===== src/rtl/stk_pkg.sv =====
package stk_pkg;

    localparam int ADDR_W      = 16;
    localparam int FRAME_BYTES = 9;
    localparam int IDX_W       = $clog2(FRAME_BYTES);

    typedef enum logic [2:0] {
        OP_LOAD  = 3'd0,
        OP_PUSH  = 3'd1,
        OP_PULL  = 3'd2,
        OP_CALL  = 3'd3,
        OP_RET   = 3'd4,
        OP_ISAVE = 3'd5,
        OP_IREST = 3'd6,
        OP_NOP   = 3'd7
    } stk_op_e;

    // Byte slot k holds the k-th byte pushed in a frame save.
    typedef logic [FRAME_BYTES-1:0][7:0] frame_t;

    function automatic frame_t pack_frame(input logic [15:0] pc,
                                          input logic [15:0] y,
                                          input logic [15:0] x,
                                          input logic [7:0]  a,
                                          input logic [7:0]  b,
                                          input logic [7:0]  ccr);
        frame_t f;
        f[0] = pc[7:0];
        f[1] = pc[15:8];
        f[2] = y[7:0];
        f[3] = y[15:8];
        f[4] = x[7:0];
        f[5] = x[15:8];
        f[6] = a;
        f[7] = b;
        f[8] = ccr;
        return f;
    endfunction

    function automatic logic [IDX_W-1:0] op_len(input stk_op_e op);
        case (op)
            OP_PUSH, OP_PULL:   return IDX_W'(1);
            OP_CALL, OP_RET:    return IDX_W'(2);
            OP_ISAVE, OP_IREST: return IDX_W'(FRAME_BYTES);
            default:            return '0;
        endcase
    endfunction

    function automatic logic op_writes(input stk_op_e op);
        return (op == OP_PUSH) || (op == OP_CALL) || (op == OP_ISAVE);
    endfunction

    function automatic logic op_reads(input stk_op_e op);
        return (op == OP_PULL) || (op == OP_RET) || (op == OP_IREST);
    endfunction

endpackage


===== src/rtl/stk_ptr.sv =====
module stk_ptr #(
    parameter int AW = 16
) (
    input  logic          clk,
    input  logic          rst,
    input  logic          ld,
    input  logic [AW-1:0] ld_val,
    input  logic          dec,
    input  logic          inc,
    output logic [AW-1:0] sp
);
    always_ff @(posedge clk) begin
        if (rst)      sp <= '0;
        else if (ld)  sp <= ld_val;
        else if (dec) sp <= sp - AW'(1);
        else if (inc) sp <= sp + AW'(1);
    end
endmodule


===== src/rtl/stk_ctl.sv =====
module stk_ctl
    import stk_pkg::*;
(
    input  logic             clk,
    input  logic             rst,
    input  logic             cmd_valid,
    input  stk_op_e          cmd_op,
    output logic             busy,
    output logic             done,
    output logic             wr,
    output logic             rd,
    output logic [IDX_W-1:0] idx,
    output logic             ld_accept,
    output logic             cap_accept
);
    stk_op_e          op_q;
    logic [IDX_W-1:0] cnt_q;
    logic [IDX_W-1:0] len;
    logic             accept;

    assign accept     = cmd_valid && !busy && (cmd_op != OP_NOP);
    assign ld_accept  = accept && (cmd_op == OP_LOAD);
    assign cap_accept = accept && op_writes(cmd_op);
    assign len        = op_len(op_q);
    assign wr         = busy && op_writes(op_q);
    assign rd         = busy && op_reads(op_q);
    assign idx        = wr ? cnt_q : (len - IDX_W'(1) - cnt_q);

    always_ff @(posedge clk) begin
        if (rst) begin
            busy  <= 1'b0;
            done  <= 1'b0;
            cnt_q <= '0;
            op_q  <= OP_NOP;
        end else begin
            done <= 1'b0;
            if (accept) begin
                if (cmd_op == OP_LOAD) begin
                    done <= 1'b1;
                end else begin
                    busy  <= 1'b1;
                    op_q  <= cmd_op;
                    cnt_q <= '0;
                end
            end else if (busy) begin
                if (cnt_q == len - IDX_W'(1)) begin
                    busy <= 1'b0;
                    done <= 1'b1;
                end else begin
                    cnt_q <= cnt_q + IDX_W'(1);
                end
            end
        end
    end

    assert_idx_range_R7: assert property (@(posedge clk) disable iff (rst)
        busy |-> (idx < IDX_W'(FRAME_BYTES)));
    assert_done_pulse_R10: assert property (@(posedge clk) disable iff (rst)
        done |=> !done);
endmodule


===== src/rtl/stk_frame.sv =====
module stk_frame
    import stk_pkg::*;
(
    input  logic             clk,
    input  logic             rst,
    input  logic             cap,
    input  frame_t           cap_val,
    input  logic             wr_en,
    input  logic [IDX_W-1:0] wr_idx,
    input  logic [7:0]       wr_byte,
    output frame_t           frame
);
    always_ff @(posedge clk) begin
        if (rst)        frame <= '0;
        else if (cap)   frame <= cap_val;
        else if (wr_en) frame[wr_idx] <= wr_byte;
    end
endmodule


===== src/rtl/stack_seq.sv =====
module stack_seq
    import stk_pkg::*;
(
    input  logic              clk,
    input  logic              rst,
    input  logic              cmd_valid,
    input  logic [2:0]        cmd_op,
    input  logic [ADDR_W-1:0] cmd_data,
    input  logic [15:0]       ctx_pc,
    input  logic [15:0]       ctx_y,
    input  logic [15:0]       ctx_x,
    input  logic [7:0]        ctx_a,
    input  logic [7:0]        ctx_b,
    input  logic [7:0]        ctx_ccr,
    input  logic [7:0]        mem_rdata,
    output logic [ADDR_W-1:0] mem_addr,
    output logic [7:0]        mem_wdata,
    output logic              mem_we,
    output logic              mem_re,
    output logic              busy,
    output logic              done,
    output logic [ADDR_W-1:0] sp,
    output logic [7:0]        pull_data,
    output logic [15:0]       out_pc,
    output logic [15:0]       out_y,
    output logic [15:0]       out_x,
    output logic [7:0]        out_a,
    output logic [7:0]        out_b,
    output logic [7:0]        out_ccr
);
    stk_op_e          op;
    logic             wr, rd, ld_accept, cap_accept;
    logic [IDX_W-1:0] idx;
    frame_t           frm, cap_val;

    assign op = stk_op_e'(cmd_op);

    stk_ctl u_ctl (
        .clk(clk), .rst(rst), .cmd_valid(cmd_valid), .cmd_op(op),
        .busy(busy), .done(done), .wr(wr), .rd(rd), .idx(idx),
        .ld_accept(ld_accept), .cap_accept(cap_accept)
    );

    stk_ptr #(.AW(ADDR_W)) u_ptr (
        .clk(clk), .rst(rst), .ld(ld_accept), .ld_val(cmd_data),
        .dec(wr), .inc(rd), .sp(sp)
    );

    // Push and call carry their bytes on cmd_data; interrupt save uses the PC port.
    assign cap_val = pack_frame((op == OP_ISAVE) ? ctx_pc : cmd_data,
                                ctx_y, ctx_x, ctx_a, ctx_b, ctx_ccr);

    stk_frame u_frame (
        .clk(clk), .rst(rst), .cap(cap_accept), .cap_val(cap_val),
        .wr_en(rd), .wr_idx(idx), .wr_byte(mem_rdata), .frame(frm)
    );

    assign mem_we    = wr;
    assign mem_re    = rd;
    assign mem_addr  = wr ? sp : sp + ADDR_W'(1);
    assign mem_wdata = frm[idx];

    assign pull_data = frm[0];
    assign out_pc    = {frm[1], frm[0]};
    assign out_y     = {frm[3], frm[2]};
    assign out_x     = {frm[5], frm[4]};
    assign out_a     = frm[6];
    assign out_b     = frm[7];
    assign out_ccr   = frm[8];

    assert_push_step_R3: assert property (@(posedge clk) disable iff (rst)
        mem_we |=> (sp == $past(sp) - ADDR_W'(1)));
    assert_pull_step_R4: assert property (@(posedge clk) disable iff (rst)
        mem_re |=> (sp == $past(sp) + ADDR_W'(1)));
    assert_one_access_R10: assert property (@(posedge clk) disable iff (rst)
        !(mem_we && mem_re));
    assert_access_busy_R10: assert property (@(posedge clk) disable iff (rst)
        (mem_we || mem_re) |-> busy);
    assert_load_R2: assert property (@(posedge clk) disable iff (rst)
        (cmd_valid && !busy && cmd_op == 3'd0) |=> (sp == $past(cmd_data)));
    assert_ignore_R11: assert property (@(posedge clk) disable iff (rst)
        (cmd_valid && cmd_op == 3'd7 && !busy) |=> ($stable(sp) && !done));
endmodule


===== config.mk =====
export PLATFORM = sky130hd
export DESIGN_NAME = stack_seq
export DESIGN_NICKNAME = d
export VERILOG_FILES = /design/src/rtl/stk_pkg.sv /design/src/rtl/stk_ptr.sv /design/src/rtl/stk_ctl.sv /design/src/rtl/stk_frame.sv /design/src/rtl/stack_seq.sv
export SDC_FILE = /design/constraint.sdc
export NUM_CORES = 1
export LEC_CHECK = 0
export BUFFER_PORTS_ARGS = -buffer_cell sky130_fd_sc_hd__buf_4
export CAP_MARGIN = 0
export CORE_MARGIN = 4
export CORE_UTILIZATION = 48
export CTS_BUF_LIST = sky130_fd_sc_hd__clkbuf_8
export DETAILED_ROUTE_END_ITERATION = 7
export GPL_ROUTABILITY_DRIVEN = 0
export PLACE_DENSITY = 0.82
export SLEW_MARGIN = 20
export SYNTH_ARGS = -nofsm -noshare
export SYNTH_HDL_FRONTEND = slang
export SYNTH_HIERARCHICAL = 1
export SYNTH_SLANG_ARGS = --single-unit
export TNS_END_PERCENT = 5

===== constraint.sdc =====
create_clock -name clk -period 3.3 [get_ports clk]
set_clock_uncertainty 0.1 [all_clocks]
set_input_delay 0.495 -clock clk [delete_from_list [all_inputs] [get_ports clk]]
set_output_delay 0.495 -clock clk [all_outputs]
set_load 0.02 [all_outputs]

# [Word level (Yosys, flattened, before mapping)]
# Index checks and enable logic that the tools add are counted.
[classes] add_sub_neg=5 order_cmp=2 eq_ne=13 mux=26 bitwise_logic=1 reduce_logical=23
[op_table] cell="2-to-1 mux 72 bit" n=2
[op_table] cell="2-to-1 mux 16 bit" n=5
[op_table] cell="bitwise mux 72 bit" n=1
[op_table] cell="binary-select mux 8 bit (select 4 bit)" n=1
[op_table] cell="demux 8 bit (select 4 bit)" n=1
[op_table] cell="2-to-1 mux 4 bit" n=5
[op_table] cell="adder 16 x 1 -> 16 bit (second input constant)" n=1
[op_table] cell="2-to-1 mux 8 bit" n=2
[op_table] cell="subtractor 16 x 1 -> 16 bit (second input constant)" n=1
[op_table] cell="equality test 3 bit (second input constant)" n=4
[op_table] cell="case mux 4 bit (3 select lines)" n=1
[op_table] cell="equality test 3 x 2 -> 1 bit (second input constant)" n=3
[op_table] cell="2-to-1 mux 1 bit" n=8
[op_table] cell="logical AND 1 bit" n=7
[op_table] cell="equality test 3 x 1 -> 1 bit (second input constant)" n=2
[op_table] cell="logical OR 1 bit" n=6
[op_table] cell="OR reduction 2 bit" n=3
[op_table] cell="< comparator 4 x 5 -> 1 bit (second input constant)" n=1
[op_table] cell="adder 4 x 1 -> 4 bit (second input constant)" n=1
[op_table] cell="equality test 4 bit" n=1
[op_table] cell="greater-or-equal comparator 4 x 1 -> 1 bit (second input constant)" n=1
[op_table] cell="nonzero test 2 bit" n=2
[op_table] cell="subtractor 4 x 1 -> 4 bit (second input constant)" n=1
[op_table] cell="subtractor 4 bit" n=1
[op_table] cell="9 further kinds" n=9
[totals] regBits=97 inputBits=102 out_inout_bits=124 wordCells=84

# [Longest topological paths before layout]
# Gate-level depths: netlist (run 1).
[logic_depth] ltp_word=13 mapped_depth=15 depth_no_buf=14

# [Hierarchy]
# The synthesis (run 1) kept the hierarchy.
[by_module_without_submodules] mod="stk_frame" instances=1 cells_each=379 area_per_inst_um2=3405.8 seq_area_each_um2=1441.4
[by_module_without_submodules] mod="stk_ptr" instances=1 cells_each=197 area_per_inst_um2=1467.7 seq_area_each_um2=320.3
[by_module_without_submodules] mod="stack_seq" instances=1 cells_each=133 area_per_inst_um2=1198.6 seq_area_each_um2=0.0
[by_module_without_submodules] mod="stk_ctl" instances=1 cells_each=89 area_per_inst_um2=695.7 seq_area_each_um2=180.2

# [Worst setup path after synthesis (run 1)]
# No wires, ideal clock.
[synth_path] path_type="register to output" start="register u_ctl.op_q[1]" end="output port mem_wdata[0]" arrival_ps=3151 required_ps=2705 slack_ps=-446 path_stages_with_launch=16 path_buffers=1 path_cell_list="dfxtp_1 nand2_1 nor2_1 a21oi_1 ha_1 inv_1 ha_1 nor2b_1 o21ai_0 a21boi_0 mux2_2 xnor2_1 buf_1 nor4b_4 nand2_1 o31ai_1"
[synth_between] elab_chain_cells=8 word_cells_on_any_way=18 cone_classes="add/sub: 2; eq/ne: 6; mux: 4; reduce/logical: 6"
[synth_rtl] element="start: declaration" line="stk_ctl.sv:16" rtl="stk_op_e op_q;"
[synth_rtl] element="start signal: assignment" line="stk_ctl.sv:42" rtl="op_q <= cmd_op;"
[synth_rtl] element="equality test 3 bit (tied with other cells)" line="stk_pkg.sv:41" rtl="case (op)"
[synth_rtl] element="OR reduction 2 bit" line="stk_pkg.sv:41"
[synth_rtl] element="case mux 4 bit (3 select lines)" line="stk_pkg.sv:41"
[synth_rtl] element="subtractor 4 x 1 -> 4 bit" line="stk_ctl.sv:27" rtl="assign idx = wr ? cnt_q : (len - IDX_W'(1) - cnt_q);"
[synth_rtl] element="subtractor 4 bit" line="stk_ctl.sv:27"
[synth_rtl] element="2-to-1 mux 4 bit *" line="stk_ctl.sv:27"
[synth_rtl] element="via idx[3]" line="stack_seq.sv:33" rtl="logic [IDX_W-1:0] idx;"
[synth_rtl] element="binary-select mux 8 bit (select 4 bit) *" line="stack_seq.sv:61" rtl="assign mem_wdata = frm[idx];"
[synth_rtl] element="2-to-1 mux 8 bit (not written as such) *" line="stack_seq.sv:61"
[synth_rtl] element="end: declaration" line="stack_seq.sv:17" rtl="output logic [7:0] mem_wdata,"
# The timed path passes the listed nets; every way through them passes the cells marked *. The select of a mux whose other input is x is not followed.

# [Worst setup path after layout (run 1)]
[layout_path] start="register u_ctl.op_q[1]" end="output port mem_wdata[4]"
# The elaborated chain is that of the path after synthesis.

==> run_summary.xml, run 1 <==
<?xml version="1.0" encoding="UTF-8"?>
<metrics>
  <group name="clock_network">
    <metric name="h-tree-depth" unit="">3</metric>
    <metric name="cts_tree" unit="">built</metric>
    <metric name="tritoncts.num_buffers" unit="">9</metric>
    <metric name="root_buffer" unit="">clkbuf_8</metric>
    <metric name="cts.sink_count" unit="">97</metric>
    <metric name="cts_hold_repair.buffers" unit="">0</metric>
    <metric name="clk_pin_slew_worst_paths" unit="ns">0.10</metric>
    <metric name="clkLatencyLatePin" unit="ns">0.38</metric>
    <metric name="cts.path.max_buffers" unit="">2</metric>
  </group>
  <group name="die">
    <metric name="total_die_area" unit="µm²">16100</metric>
    <metric name="placement_rows" unit="">43</metric>
    <metric name="die_width" unit="µm">127</metric>
    <metric name="boundaryPins" unit="">226</metric>
    <metric name="start_util" unit="">0.489</metric>
    <metric name="floorplan.core_area" unit="µm²">13800</metric>
    <metric name="chip_height" unit="µm">127</metric>
  </group>
  <group name="sta">
    <metric name="timing.slew.headroom" unit="">0.443</metric>
    <metric name="finalWorstSetupSlack" unit="ns">-0.470</metric>
    <metric name="final-setup-viol-count" unit="">73</metric>
    <metric name="worst_pin_slew" unit="ns">0.833</metric>
    <metric name="slew_violations" unit="">0</metric>
    <metric name="upper_clock_frequency_limit" unit="MHz">265</metric>
    <metric name="hold_viol_final" unit="">0</metric>
    <metric name="layout_worst_path_cycle_share" unit="">1.14</metric>
    <metric name="post-route-min-period" unit="ns">3.77</metric>
    <metric name="hold_ws" unit="ns">0.256</metric>
    <metric name="grt_setup_unrepaired" unit="">true</metric>
  </group>
  <group name="setup_path">
    <metric name="end_kind" unit="">output pin</metric>
    <metric name="critical_path.max_fanout" unit="">8</metric>
    <metric name="r2r-start" unit="">u_ctl/op_q[1]</metric>
    <metric name="cpMaxStageDelayCell" unit="">dfxtp_4</metric>
    <metric name="timing.rr.end" unit="">u_frame/frame[37]</metric>
    <metric name="crit_path_start" unit="">u_ctl/op_q[1]</metric>
    <metric name="setup.worst_path.start_class" unit="">flop</metric>
    <metric name="critical_path.endpoint" unit="">mem_wdata[4]</metric>
    <metric name="crit_path_cell_trace" unit="">nand2_2, nor2_1, a21oi_1, ha_1, inv_2, ha_4, nor2b_4, o21ai_2, and3_1, mux2_4, xnor2_4, nor4b_4, buf_6, nand2_2, o31ai_2, buf_4</metric>
    <metric name="critPathKind" unit="">reg2out</metric>
    <metric name="r2r_setup_slack" unit="ns">-0.14</metric>
    <metric name="cp_slowest_stage_delay" unit="ns">0.39</metric>
    <metric name="ff2ff_path_depth" unit="">17</metric>
    <metric name="critical_path.most_common_cell" unit="">nand2_2</metric>
    <metric name="crit_arrival" unit="ns">3.18</metric>
    <metric name="required" unit="ns">2.70</metric>
  </group>
  <group name="run_status">
    <metric name="failed_checks" unit="">setup timing</metric>
    <metric name="outcome" unit="">complete, but fails checks</metric>
  </group>
  <group name="place">
    <metric name="post_dp_cell_area" unit="µm²">8900</metric>
    <metric name="placement.io_buffers" unit="">225</metric>
    <metric name="detailed_place_hpwl" unit="µm">18700</metric>
  </group>
  <group name="pwr">
    <metric name="report.power.total" unit="µW">4360</metric>
    <metric name="pwr-share-seq" unit="">0.315</metric>
    <metric name="switching_share" unit="">0.409</metric>
    <metric name="power.switching" unit="µW">1790</metric>
    <metric name="ir_worst_vdd" unit="mV">0.278</metric>
    <metric name="leakagePower" unit="µW">0.00395</metric>
    <metric name="clock_power_share" unit="">0.192</metric>
    <metric name="p_int" unit="µW">2580</metric>
    <metric name="power_per_cell_area" unit="nW/µm²">468</metric>
    <metric name="combinationalPowerShare" unit="">0.494</metric>
  </group>
  <group name="synthesis">
    <metric name="ys_seq_elements" unit="">97</metric>
    <metric name="synthTopCellsByArea" unit="">dfxtp_1 (29%), a221oi_1 (9.7%), a32oi_1 (8.3%)</metric>
    <metric name="synthesis.area_per_instance" unit="µm²">8.48</metric>
    <metric name="syn_area" unit="µm²">6770</metric>
    <metric name="number_of_synthesized_flops_with_an_enable_pin" unit="">0</metric>
    <metric name="synthDominantCellAreaShare" unit="">0.287</metric>
    <metric name="yosys.cell_types.count" unit="">76</metric>
    <metric name="synth.largest_area_cell" unit="">dfxtp_1</metric>
    <metric name="synthesis.instances" unit="">798</metric>
    <metric name="synth_nets" unit="">922</metric>
    <metric name="async_reset_ff_frac" unit="">0</metric>
    <metric name="seq_area_frac_synth" unit="">0.287</metric>
    <metric name="synth_top_flop_cell" unit="">dfxtp_1</metric>
    <metric name="synth.yosys.warnings" unit="">6</metric>
  </group>
  <group name="routing">
    <metric name="drt.antenna.violating_nets" unit="">0</metric>
    <metric name="drt_pre_antenna_iters" unit="">6</metric>
    <metric name="total_wire_length_after_detailed_routing" unit="µm">25900</metric>
    <metric name="drt-vias-per-instance" unit="">6.52</metric>
    <metric name="routed_wire_length_per_instance" unit="µm">21.6</metric>
    <metric name="detailroute.via_count" unit="">7828</metric>
    <metric name="drt_first_iter_violations" unit="">1350</metric>
    <metric name="drc_errors" unit="">0</metric>
  </group>
  <group name="layout">
    <metric name="final.fill_count" unit="">1138</metric>
    <metric name="area_delta_synth_final" unit="%">37.8</metric>
    <metric name="antenna_diodes" unit="">0</metric>
    <metric name="stdcell_area" unit="µm²">9330</metric>
    <metric name="leading_cell_type_in_the_layout_fill_and_taps_excluded" unit="">buf_4</metric>
    <metric name="final_layout_size_suffix_gt1_frac" unit="">0.400</metric>
    <metric name="mostFrequentLayoutCells" unit="">buf_4 (273), nor2_1 (105), dfxtp_1 (95)</metric>
    <metric name="finish.net_count" unit="">1141</metric>
  </group>
  <group name="global_routing">
    <metric name="first_global_vias" unit="">7070</metric>
    <metric name="grt_start_max_net_pins" unit="">83</metric>
    <metric name="groute.usage.overall" unit="">0.300</metric>
    <metric name="grt-ovfl-total" unit="">0</metric>
    <metric name="first_pass_grt_wire_length" unit="µm">39000</metric>
    <metric name="grt_antenna_before_repair" unit="">0</metric>
  </group>
  <group name="hold_path">
    <metric name="min_path_type" unit="">in2reg</metric>
  </group>
  <group name="flow_run">
    <metric name="maxCapViolCount" unit="">0</metric>
  </group>
</metrics>
[cells by family after synthesis]
group / Yosys count / share of synthesized area
AO/OA/AOI/OAI: 266 / 0.301
XOR/XNOR: 34 / 0.0451
adder cells (fa/ha/maj): 22 / 0.0429
buffers and inverters: 105 / 0.0730
flip-flops: 97 / 0.287
multiplexers: 44 / 0.0889
AND/OR/NAND/NOR: 230 / 0.163
[worst min-delay path by stage]
stage	startpoint	to	slack (ns)	cells past startpoint
6_report	cmd_data[1]	u_ptr/sp[1]	0.26	3
3_3_place_gp	u_frame/frame[70]	u_frame/frame[70]	0.40	2
3_5_place_dp	u_frame/frame[64]	u_frame/frame[64]	0.42	2
4_1_cts	cmd_data[1]	u_ptr/sp[1]	0.24	3
5_1_grt	ctx_ccr[2]	u_frame/frame[66]	0.28	3
2_1_floorplan	u_ctl/op_q[0]	u_ctl/op_q[0]	0.40	1
[registers in the layout, summed over array words and instances, names as in the netlist]
signal,cells
u_ctl/busy,1
u_ptr/sp,16
u_ctl/cnt_q,4
u_ctl/op_q,3
u_ctl/done,1
u_frame/frame,72
[worst max-delay path: cells and delay by family (launching register included)]
family / cells / cell delay, ns
compound gates: 3 / 0.18
xor+xnor: 1 / 0.19
fa+ha+maj: 2 / 0.57
buf+inv: 3 / 0.46
flops: 1 / 0.39
mux: 1 / 0.28
simple gates: 6 / 0.71
[cells in the mapped netlist, types with 5 or more instances]
cell type / number
a31oi_1: 10
nand2b_1: 8
a21oi_1: 30
o21ai_0: 26
a32oi_1: 64
nand2_1: 54
and3_1: 5
o31ai_1: 9
mux4_1: 5
nor3_1: 6
o211ai_1: 5
inv_1: 28
nor2b_1: 5
o22ai_1: 10
xor2_1: 9
xnor2_1: 24
buf_2: 19
dfxtp_1: 97
ha_1: 20
a221oi_1: 75
o21ai_1: 8
buf_4: 9
clkbuf_1: 38
mux2_2: 34
nor2_1: 109
nand3_1: 12
[power groups by stage]
stage / logic [µW] / clock network, µW / registers (µW)
2_1_floorplan: 1150 / 0 / 1450
3_3_place_gp: 1930 / 0 / 1390
3_5_place_dp: 1960 / 0 / 1390
4_1_cts: 1990 / 842 / 1370
5_1_grt: 2260 / 876 / 1380
6_report: 2150 / 837 / 1370
[cell type report]
| type | count | area [µm²] | share of cell area |
|---|---|---|---|
| timing repair buffer | 284 | 2230 | 0.239 |
| clock buffer | 11 | 151 | 0.0162 |
| inverter | 29 | 109 | 0.0117 |
| multi-input combinational | 596 | 4610 | 0.495 |
| clock inverter | 4 | 51.3 | 0.00550 |
| tap | 180 | 225 | 0.0242 |
| sequential | 97 | 1950 | 0.209 |
[metrics by stage]
stage	instances	setup slack, ns	utilization	setup TNS (ns)
after floorplan	798	-0.103	-	-0.665
after global placement	1183	-0.0842	0.643	-0.732
after detailed placement	1183	-0.198	0.643	-2.63
after CTS	1198	-0.553	0.662	-4.53
after global routing	1201	-0.583	0.674	-15.51
final	1201	-0.470	0.674	-6.09
[repair_timing]
item                                    4_1_cts  5_1_grt
endpoints found under the setup margin       72       80
pin swaps                                     6       16
resized for setup                            14       34
buffers inserted                              0        3
[per-layer routing]
| metal | wire (µm) | track usage | vias up | share of wire |
|---|---|---|---|---|
| li1 | - | - | 3522 | - |
| met1 | 10600 | 0.429 | 3655 | 0.41 |
| met2 | 11400 | 0.443 | 586 | 0.44 |
| met3 | 3110 | 0.0627 | 65 | 0.12 |
| met4 | 769 | 0.114 | 0 | 0.030 |
| met5 | 0 | 0 | - | 0 |
No activity file was read; power rests on OpenSTA's default activity.
==> run 2: changes to the inputs <==
Settings changed: ABC_AREA set to 1, CORE_UTILIZATION 48 to 50.
==> run 2 against run 1 <==
Compared with the run above:
- the run still ends with setup timing left
- setup slack improved by 0.21 ns
- die area increased by 16%
- synthesized cell count increased by 77%
- via count increased by 26%
- cell area increased by 13%
- critical endpoint is now mem_wdata[5]
==> run_summary.xml, run 2 <==
<?xml version="1.0" encoding="UTF-8"?>
<metrics>
  <group name="run_status">
    <metric name="outcome" unit="">complete, but fails checks</metric>
    <metric name="failed_checks" unit="">setup timing</metric>
  </group>
  <group name="hold_path">
    <metric name="min-delay-start" unit="">cmd_op[1]</metric>
    <metric name="whs_path_depth" unit="">3</metric>
    <metric name="min_path_type" unit="">in2reg</metric>
    <metric name="min_delay_worst_endpoint" unit="">u_ctl/op_q[1]</metric>
  </group>
  <group name="synthesis">
    <metric name="synthDominantCellAreaShare" unit="">0.236</metric>
    <metric name="synthesis.area_per_instance" unit="µm²">5.84</metric>
    <metric name="async_reset_ff_frac" unit="">0</metric>
    <metric name="synth.yosys.warnings" unit="">6</metric>
    <metric name="syn_area" unit="µm²">8250</metric>
    <metric name="ys_seq_elements" unit="">97</metric>
    <metric name="synth.most_common_cell" unit="">nand2_1</metric>
    <metric name="synthTopCellsByArea" unit="">nand2_1 (24%), dfxtp_1 (24%), nand3_1 (11%)</metric>
    <metric name="synth.largest_area_cell" unit="">nand2_1</metric>
    <metric name="seq_area_frac_synth" unit="">0.235</metric>
    <metric name="yosys.cell_types.count" unit="">46</metric>
    <metric name="synth_nets" unit="">1537</metric>
    <metric name="number_of_synthesized_flops_with_an_enable_pin" unit="">0</metric>
    <metric name="synth_top_flop_cell" unit="">dfxtp_1</metric>
    <metric name="synth_top_cells_by_count" unit="">nand2_1 (519), nor2_1 (187), nand3_1 (176)</metric>
    <metric name="synthesis.instances" unit="">1413</metric>
  </group>
  <group name="setup_path">
    <metric name="critPathBufInv" unit="">6</metric>
    <metric name="critical_path.max_fanout" unit="">8</metric>
    <metric name="end_kind" unit="">output pin</metric>
    <metric name="crit_path_cell_trace" unit="">inv_2, nand2_2, o21ai_2, inv_2, ha_4, inv_2, ha_4, nand2_2, o21a_1, xnor2_2, o21ai_2, clkinv_2, nor4_4, buf_6, nand2_1, nand2_1, buf_6</metric>
    <metric name="ff2ff_path_depth" unit="">20</metric>
    <metric name="critPathKind" unit="">reg2out</metric>
    <metric name="crit_arrival" unit="ns">2.96</metric>
    <metric name="setup.worst_path.start_class" unit="">flop</metric>
    <metric name="r2r_setup_slack" unit="ns">0.07</metric>
    <metric name="timing.rr.end" unit="">u_frame/frame[1]</metric>
    <metric name="timing.critical_path.max_delay_family" unit="">buffers and inverters</metric>
    <metric name="required" unit="ns">2.70</metric>
    <metric name="critical_path.most_common_cell" unit="">inv_2</metric>
    <metric name="cp_slowest_stage_delay" unit="ns">0.37</metric>
    <metric name="r2r-start" unit="">u_ctl/op_q[2]</metric>
    <metric name="cpMaxStageDelayCell" unit="">dfxtp_4</metric>
  </group>
  <group name="sta">
    <metric name="final-setup-viol-count" unit="">8</metric>
    <metric name="timing.slew.headroom" unit="">0.135</metric>
    <metric name="hold_viol_final" unit="">0</metric>
    <metric name="setup_total_negative_slack" unit="ns">-1.96</metric>
    <metric name="grt_setup_unrepaired" unit="">true</metric>
    <metric name="worst_pin_slew" unit="ns">1.29</metric>
    <metric name="post-route-min-period" unit="ns">3.56</metric>
    <metric name="slew_violations" unit="">0</metric>
    <metric name="upper_clock_frequency_limit" unit="MHz">281</metric>
    <metric name="layout_worst_path_cycle_share" unit="">1.08</metric>
    <metric name="hold_ws" unit="ns">0.258</metric>
    <metric name="finalWorstSetupSlack" unit="ns">-0.256</metric>
  </group>
  <group name="pwr">
    <metric name="leakagePower" unit="µW">0.00600</metric>
    <metric name="power.switching" unit="µW">1980</metric>
    <metric name="power_per_cell_area" unit="nW/µm²">431</metric>
    <metric name="switching_share" unit="">0.435</metric>
    <metric name="pwr-share-seq" unit="">0.307</metric>
    <metric name="p_int" unit="µW">2570</metric>
    <metric name="clock_power_share" unit="">0.191</metric>
    <metric name="ir_worst_vdd" unit="mV">0.273</metric>
    <metric name="combinationalPowerShare" unit="">0.502</metric>
  </group>
  <group name="layout">
    <metric name="final.fill_count" unit="">1514</metric>
    <metric name="final_layout_size_suffix_gt1_frac" unit="">0.251</metric>
    <metric name="antenna_diodes" unit="">0</metric>
    <metric name="seq_area" unit="µm²">1950</metric>
    <metric name="area_delta_synth_final" unit="%">28.2</metric>
    <metric name="mostFrequentLayoutCells" unit="">nand2_1 (512), buf_4 (256), nor2_1 (182)</metric>
    <metric name="layout.core_utilization" unit="">0.661</metric>
    <metric name="finish.net_count" unit="">1752</metric>
    <metric name="flip_flop_count_of_the_largest_register_all_copies_and_words_added" unit="">72</metric>
    <metric name="largest-register" unit="">u_frame/frame</metric>
    <metric name="layout_top_registers" unit="">u_frame/frame x72, u_ptr/sp x16, u_ctl/cnt_q x4</metric>
    <metric name="leading_cell_type_in_the_layout_fill_and_taps_excluded" unit="">nand2_1</metric>
    <metric name="multiInputGateArea" unit="µm²">5400</metric>
  </group>
  <group name="routing">
    <metric name="drt_first_iter_violations" unit="">1395</metric>
    <metric name="detailroute.via_count" unit="">9885</metric>
    <metric name="total_wire_length_after_detailed_routing" unit="µm">28700</metric>
    <metric name="drt-vias-per-instance" unit="">5.35</metric>
    <metric name="drt.antenna.violating_nets" unit="">0</metric>
    <metric name="drc_errors" unit="">0</metric>
    <metric name="routed_wire_length_per_instance" unit="µm">15.5</metric>
    <metric name="drt_pre_antenna_iters" unit="">6</metric>
  </group>
  <group name="die">
    <metric name="floorplan.core_area" unit="µm²">16000</metric>
    <metric name="boundaryPins" unit="">226</metric>
    <metric name="placement_rows" unit="">46</metric>
    <metric name="chip_height" unit="µm">136</metric>
    <metric name="start_util" unit="">0.515</metric>
    <metric name="die_width" unit="µm">136</metric>
    <metric name="total_die_area" unit="µm²">18600</metric>
  </group>
  <group name="global_routing">
    <metric name="grt-ovfl-total" unit="">0</metric>
    <metric name="first_pass_grt_wire_length" unit="µm">44700</metric>
    <metric name="groute.usage.overall" unit="">0.299</metric>
    <metric name="first_global_vias" unit="">8787</metric>
    <metric name="grt_start_max_net_pins" unit="">66</metric>
    <metric name="grt_antenna_before_repair" unit="">0</metric>
  </group>
  <group name="clock_network">
    <metric name="cts_tree" unit="">built</metric>
    <metric name="cts.sink_count" unit="">97</metric>
    <metric name="cts.path.max_buffers" unit="">2</metric>
    <metric name="clkLatencyLatePin" unit="ns">0.39</metric>
    <metric name="tritoncts.num_buffers" unit="">9</metric>
    <metric name="h-tree-depth" unit="">3</metric>
    <metric name="root_buffer" unit="">clkbuf_8</metric>
    <metric name="clk_pin_slew_worst_paths" unit="ns">0.09</metric>
    <metric name="cts_hold_repair.buffers" unit="">0</metric>
  </group>
  <group name="flow_run">
    <metric name="maxCapViolCount" unit="">0</metric>
  </group>
  <group name="place">
    <metric name="detailed_place_hpwl" unit="µm">21100</metric>
    <metric name="placement.io_buffers" unit="">225</metric>
  </group>
</metrics>
==> run 2: cell count changes after synthesis, sizes merged, moves of 21 or more <==
cell,before,now
nand2,54,536
clkbuf,41,20
a32oi,64,0
nand3,13,193
inv,29,158
a221oi,76,0
nor2,110,200
==> run 2: what timing repair did <==
action / CTS / global route
setup endpoints to repair: 8 / 63
resized for setup: 14 / 28
pin swaps: 1 / 2
buffers inserted: 1 / 4
==> run 2: per-layer routing <==
metal	wire length (µm)	track usage	up-vias
met5	0	0	-
met1	12200	0.431	4413
met4	717	0.0845	0
met2	12400	0.448	578
met3	3380	0.0666	70
li1	-	-	4824
==> run 2: per-stage QoR <==
stage	total power (µW)	setup WS, ns	std cells	area [µm²]
finish	4550	-0.256	1849	10600
global route	4800	-0.335	1849	10600
CTS	4450	-0.248	1845	10500
detailed placement	3540	-0.00149	1828	10200
global placement	3520	0.0937	1828	10200
floorplan	2780	0.0450	1413	8250
==> run 2: worst max-delay path by stage <==
| stage | from | endpoint | slack (ns) | cells after the start |
|---|---|---|---|---|
| after floorplan | u_ctl/op_q[0] | mem_wdata[0] | 0.04 | 14 |
| after global placement | u_ctl/op_q[0] | mem_wdata[7] | 0.09 | 16 |
| after detailed placement | u_ctl/op_q[2] | mem_wdata[6] | -0.001 | 17 |
| after CTS | u_ctl/op_q[2] | mem_wdata[6] | -0.25 | 17 |
| after global routing | u_ctl/op_q[2] | mem_wdata[3] | -0.33 | 17 |
| final | u_ctl/op_q[2] | mem_wdata[5] | -0.26 | 17 |
==> run 2: kinds of logic after synthesis <==
group                    Yosys count  synth area share
AND/OR/NAND/NOR                  973             0.522
buffers and inverters            227             0.122
flip-flops                        97             0.235
AO/OA/AOI/OAI                     58            0.0410
adder cells (fa/ha/maj)           22            0.0352
XOR/XNOR                          20            0.0222
multiplexers                      16            0.0218
==> run 2: layout make-up <==
class	instances	share of cell area
clock buffer	12	0.0156
timing repair buffer	272	0.201
tap	216	0.0256
clock inverter	4	0.00462
inverter	159	0.0573
sequential	97	0.184
multi-input combinational	1089	0.511
==> run 2: worst reg2reg max path: cells and delay by family (launching register included) <==
kind / cells / cell delay (ns)
DFF: 1 / 0.37
and+or+nand+nor: 8 / 0.83
buffers and inverters: 6 / 0.66
xor gates and xnor gates: 1 / 0.18
AOI/OAI and AO/OA: 3 / 0.45
adders and majority gates: 2 / 0.54
==> run 2: power by group through the flow <==
stage | sequential, µW | combinational (µW) | clock, µW
global route | 1410 | 2470 | 913
global placement | 1420 | 2100 | 0
CTS | 1390 | 2190 | 871
floorplan | 1490 | 1290 | 0
finish | 1400 | 2290 | 869
detailed placement | 1420 | 2120 | 0
==> run 3: changes to the inputs <==
Settings changed: CORE_UTILIZATION 50 to 49, CTS_BUF_LIST sky130_fd_sc_hd__clkbuf_8 to not set, PLACE_DENSITY 0.82 to 0.8.
==> run 3 against run 2 <==
Compared with the run above:
- combinational power hardly changed
- fmax is 2.4% higher
- count of clock-buffer cells in the layout is 2 lower
- die area is 1.9% higher
- clock power is 21% higher
- critical endpoint is now mem_wdata[7]
- setup slack better by 0.083 ns
- non-clock buffer count is 6 lower
- cell area is 0.58% higher
- critical path type unchanged
- the run still ends with setup timing left
- global-route usage is 0.41 points lower
- sequential power hardly changed
- routed wire length is 0.19% higher
- flip-flop and latch count stayed put
==> run_summary.xml, run 3 (synthesized netlist as in run 2, its figures left out) <==
<?xml version="1.0" encoding="UTF-8"?>
<metrics>
  <group name="layout">
    <metric name="layout_top_registers" unit="">u_frame/frame x72, u_ptr/sp x16, u_ctl/cnt_q x4</metric>
    <metric name="stdcell_area" unit="µm²">10600</metric>
    <metric name="leading_cell_type_in_the_layout_fill_and_taps_excluded" unit="">nand2_1</metric>
    <metric name="area_delta_synth_final" unit="%">28.9</metric>
    <metric name="final_std_cells_w_o_fill" unit="">1847</metric>
    <metric name="flip_flop_count_of_the_largest_register_all_copies_and_words_added" unit="">72</metric>
    <metric name="final_layout_size_suffix_gt1_frac" unit="">0.256</metric>
    <metric name="antenna_diodes" unit="">0</metric>
    <metric name="final.fill_count" unit="">1549</metric>
    <metric name="mostFrequentLayoutCells" unit="">nand2_1 (501), buf_4 (250), nor2_1 (182)</metric>
    <metric name="finish.net_count" unit="">1746</metric>
    <metric name="largest-register" unit="">u_frame/frame</metric>
  </group>
  <group name="pwr">
    <metric name="clock_power_share" unit="">0.221</metric>
    <metric name="report.power.total" unit="µW">4730</metric>
    <metric name="p_int" unit="µW">2690</metric>
    <metric name="combinationalPowerShare" unit="">0.484</metric>
    <metric name="power.switching" unit="µW">2040</metric>
    <metric name="pwr-share-seq" unit="">0.295</metric>
    <metric name="switching_share" unit="">0.432</metric>
    <metric name="leakagePower" unit="µW">0.00599</metric>
    <metric name="power_per_cell_area" unit="nW/µm²">445</metric>
    <metric name="ir_worst_vdd" unit="mV">0.406</metric>
  </group>
  <group name="flow_run">
    <metric name="maxCapViolCount" unit="">0</metric>
  </group>
  <group name="sta">
    <metric name="grt_setup_unrepaired" unit="">true</metric>
    <metric name="worst_pin_slew" unit="ns">1.25</metric>
    <metric name="slew_violations" unit="">0</metric>
    <metric name="setup_total_negative_slack" unit="ns">-1.34</metric>
    <metric name="layout_worst_path_cycle_share" unit="">1.05</metric>
    <metric name="final-setup-viol-count" unit="">8</metric>
    <metric name="upper_clock_frequency_limit" unit="MHz">288</metric>
    <metric name="post-route-min-period" unit="ns">3.47</metric>
    <metric name="hold_viol_final" unit="">0</metric>
    <metric name="timing.slew.headroom" unit="">0.164</metric>
    <metric name="finalWorstSetupSlack" unit="ns">-0.173</metric>
  </group>
  <group name="die">
    <metric name="boundaryPins" unit="">226</metric>
    <metric name="die_width" unit="µm">138</metric>
    <metric name="floorplan.core_area" unit="µm²">16500</metric>
    <metric name="total_die_area" unit="µm²">19000</metric>
    <metric name="chip_height" unit="µm">138</metric>
    <metric name="start_util" unit="">0.499</metric>
    <metric name="placement_rows" unit="">47</metric>
  </group>
  <group name="clock_network">
    <metric name="clk_pin_slew_worst_paths" unit="ns">0.07</metric>
    <metric name="cts_tree" unit="">built</metric>
    <metric name="root_buffer" unit="">clkbuf_16</metric>
    <metric name="clkLatencyLatePin" unit="ns">0.36</metric>
    <metric name="cts.sink_count" unit="">97</metric>
    <metric name="cts.path.max_buffers" unit="">2</metric>
    <metric name="cts_hold_repair.buffers" unit="">0</metric>
    <metric name="h-tree-depth" unit="">3</metric>
    <metric name="tritoncts.num_buffers" unit="">9</metric>
  </group>
  <group name="setup_path">
    <metric name="critPathKind" unit="">reg2out</metric>
    <metric name="timing.critical_path.max_delay_family" unit="">adder cells</metric>
    <metric name="cp_slowest_stage_delay" unit="ns">0.53</metric>
    <metric name="required" unit="ns">2.70</metric>
    <metric name="r2r_setup_slack" unit="ns">0.16</metric>
    <metric name="crit_arrival" unit="ns">2.88</metric>
    <metric name="critical_path.most_common_cell" unit="">nand2_2</metric>
    <metric name="r2r-start" unit="">u_ctl/op_q[2]</metric>
    <metric name="setup.worst_path.start_class" unit="">flop</metric>
    <metric name="crit_path_cell_trace" unit="">inv_2, nand2_2, o21ai_2, inv_2, ha_4, buf_4, fa_2, o21ai_2, buf_12, nor4_4, buf_6, nand2_2, nand2_2, buf_6</metric>
    <metric name="cpMaxStageDelayCell" unit="">fa_2</metric>
    <metric name="ff2ff_path_depth" unit="">18</metric>
    <metric name="end_kind" unit="">output pin</metric>
    <metric name="timing.rr.end" unit="">u_frame/frame[38]</metric>
    <metric name="critical_path.max_fanout" unit="">22</metric>
    <metric name="critPathBufInv" unit="">6</metric>
  </group>
  <group name="global_routing">
    <metric name="grt-ovfl-total" unit="">0</metric>
    <metric name="grt_antenna_before_repair" unit="">0</metric>
    <metric name="first_pass_grt_wire_length" unit="µm">44600</metric>
    <metric name="grt_use_met1" unit="">0.422</metric>
    <metric name="busiest_layer" unit="">met2</metric>
    <metric name="met2_usage" unit="">0.463</metric>
    <metric name="first_global_vias" unit="">8690</metric>
    <metric name="grt_use_met3" unit="">0.0559</metric>
    <metric name="groute.usage.overall" unit="">0.295</metric>
    <metric name="grt_start_max_net_pins" unit="">66</metric>
  </group>
  <group name="routing">
    <metric name="detailroute.via_count" unit="">9771</metric>
    <metric name="routed_wire_length_per_instance" unit="µm">15.6</metric>
    <metric name="total_wire_length_after_detailed_routing" unit="µm">28800</metric>
    <metric name="drt_first_iter_violations" unit="">1091</metric>
    <metric name="drt_pre_antenna_iters" unit="">6</metric>
    <metric name="drt.antenna.violating_nets" unit="">0</metric>
    <metric name="drt-vias-per-instance" unit="">5.29</metric>
    <metric name="drc_errors" unit="">0</metric>
  </group>
  <group name="hold_path">
    <metric name="min_delay_worst_endpoint" unit="">u_ctl/op_q[1]</metric>
    <metric name="min_path_type" unit="">in2reg</metric>
    <metric name="min-delay-start" unit="">cmd_op[1]</metric>
    <metric name="whs_path_depth" unit="">3</metric>
  </group>
  <group name="place">
    <metric name="placement.io_buffers" unit="">225</metric>
    <metric name="detailed_place_hpwl" unit="µm">20900</metric>
    <metric name="dp_cells" unit="">1822</metric>
    <metric name="post_dp_cell_area" unit="µm²">10100</metric>
  </group>
  <group name="run_status">
    <metric name="failed_checks" unit="">setup timing</metric>
    <metric name="outcome" unit="">complete, but fails checks</metric>
  </group>
</metrics>
run 3: repair_timing:
item,CTS,global route
gates cloned,0,0
resized for setup,37,14
endpoints found under the setup margin,31,38
setup buffers,9,0
hold endpoints to repair,0,0
pin swaps,11,8
run 3: worst max-delay path by stage:
| stage | from | endpoint | slack, ns | cells past startpoint |
|---|---|---|---|---|
| CTS | u_ctl/op_q[1] | mem_wdata[3] | -0.20 | 17 |
| global route | u_ctl/op_q[2] | mem_wdata[2] | -0.32 | 17 |
| global placement | u_ctl/op_q[0] | u_frame/frame[63] | 0.05 | 16 |
| finish | u_ctl/op_q[2] | mem_wdata[7] | -0.17 | 14 |
| floorplan | u_ctl/op_q[0] | mem_wdata[0] | 0.04 | 14 |
| detailed placement | u_ctl/op_q[1] | u_frame/frame[62] | -0.03 | 16 |
run 3: area by class of cell:
type,count,area [µm²],area share
multi-input cells,1089,5420,0.509
flip-flops and latches,97,1950,0.183
clock inverters,6,51.3,0.00482
well taps,220,275,0.0259
clock buffers,10,229,0.0215
inverters,159,611,0.0574
repair buffers,266,2100,0.198
run 3: worst min-delay path: cells and delay by family:
kind,cells,cell delay [ns]
buffers and inverters,1,0.10
AND/OR/NAND/NOR,2,0.12
run 3: metrics by stage:
step	utilization	hold WS, ns	setup slack [ns]
5_1_grt	0.644	0.309	-0.318
3_3_place_gp	0.613	0.393	0.0523
4_1_cts	0.641	0.297	-0.203
3_5_place_dp	0.613	0.410	-0.0300
6_report	0.644	0.295	-0.173
2_1_floorplan	-	0.394	0.0450
run 3: power by group through the flow:
stage	sequential [µW]	clock (µW)	combinational, µW
global placement	1420	0	2100
CTS	1390	1050	2230
floorplan	1490	0	1290
finish	1400	1050	2290
detailed placement	1420	0	2130
global route	1410	1100	2490
run 3: routing by layer:
metal,part of all wire,vias to the layer above
li1,-,4812
met1,0.42,4351
met2,0.45,558
met3,0.11,50
met4,0.018,0
met5,0,-
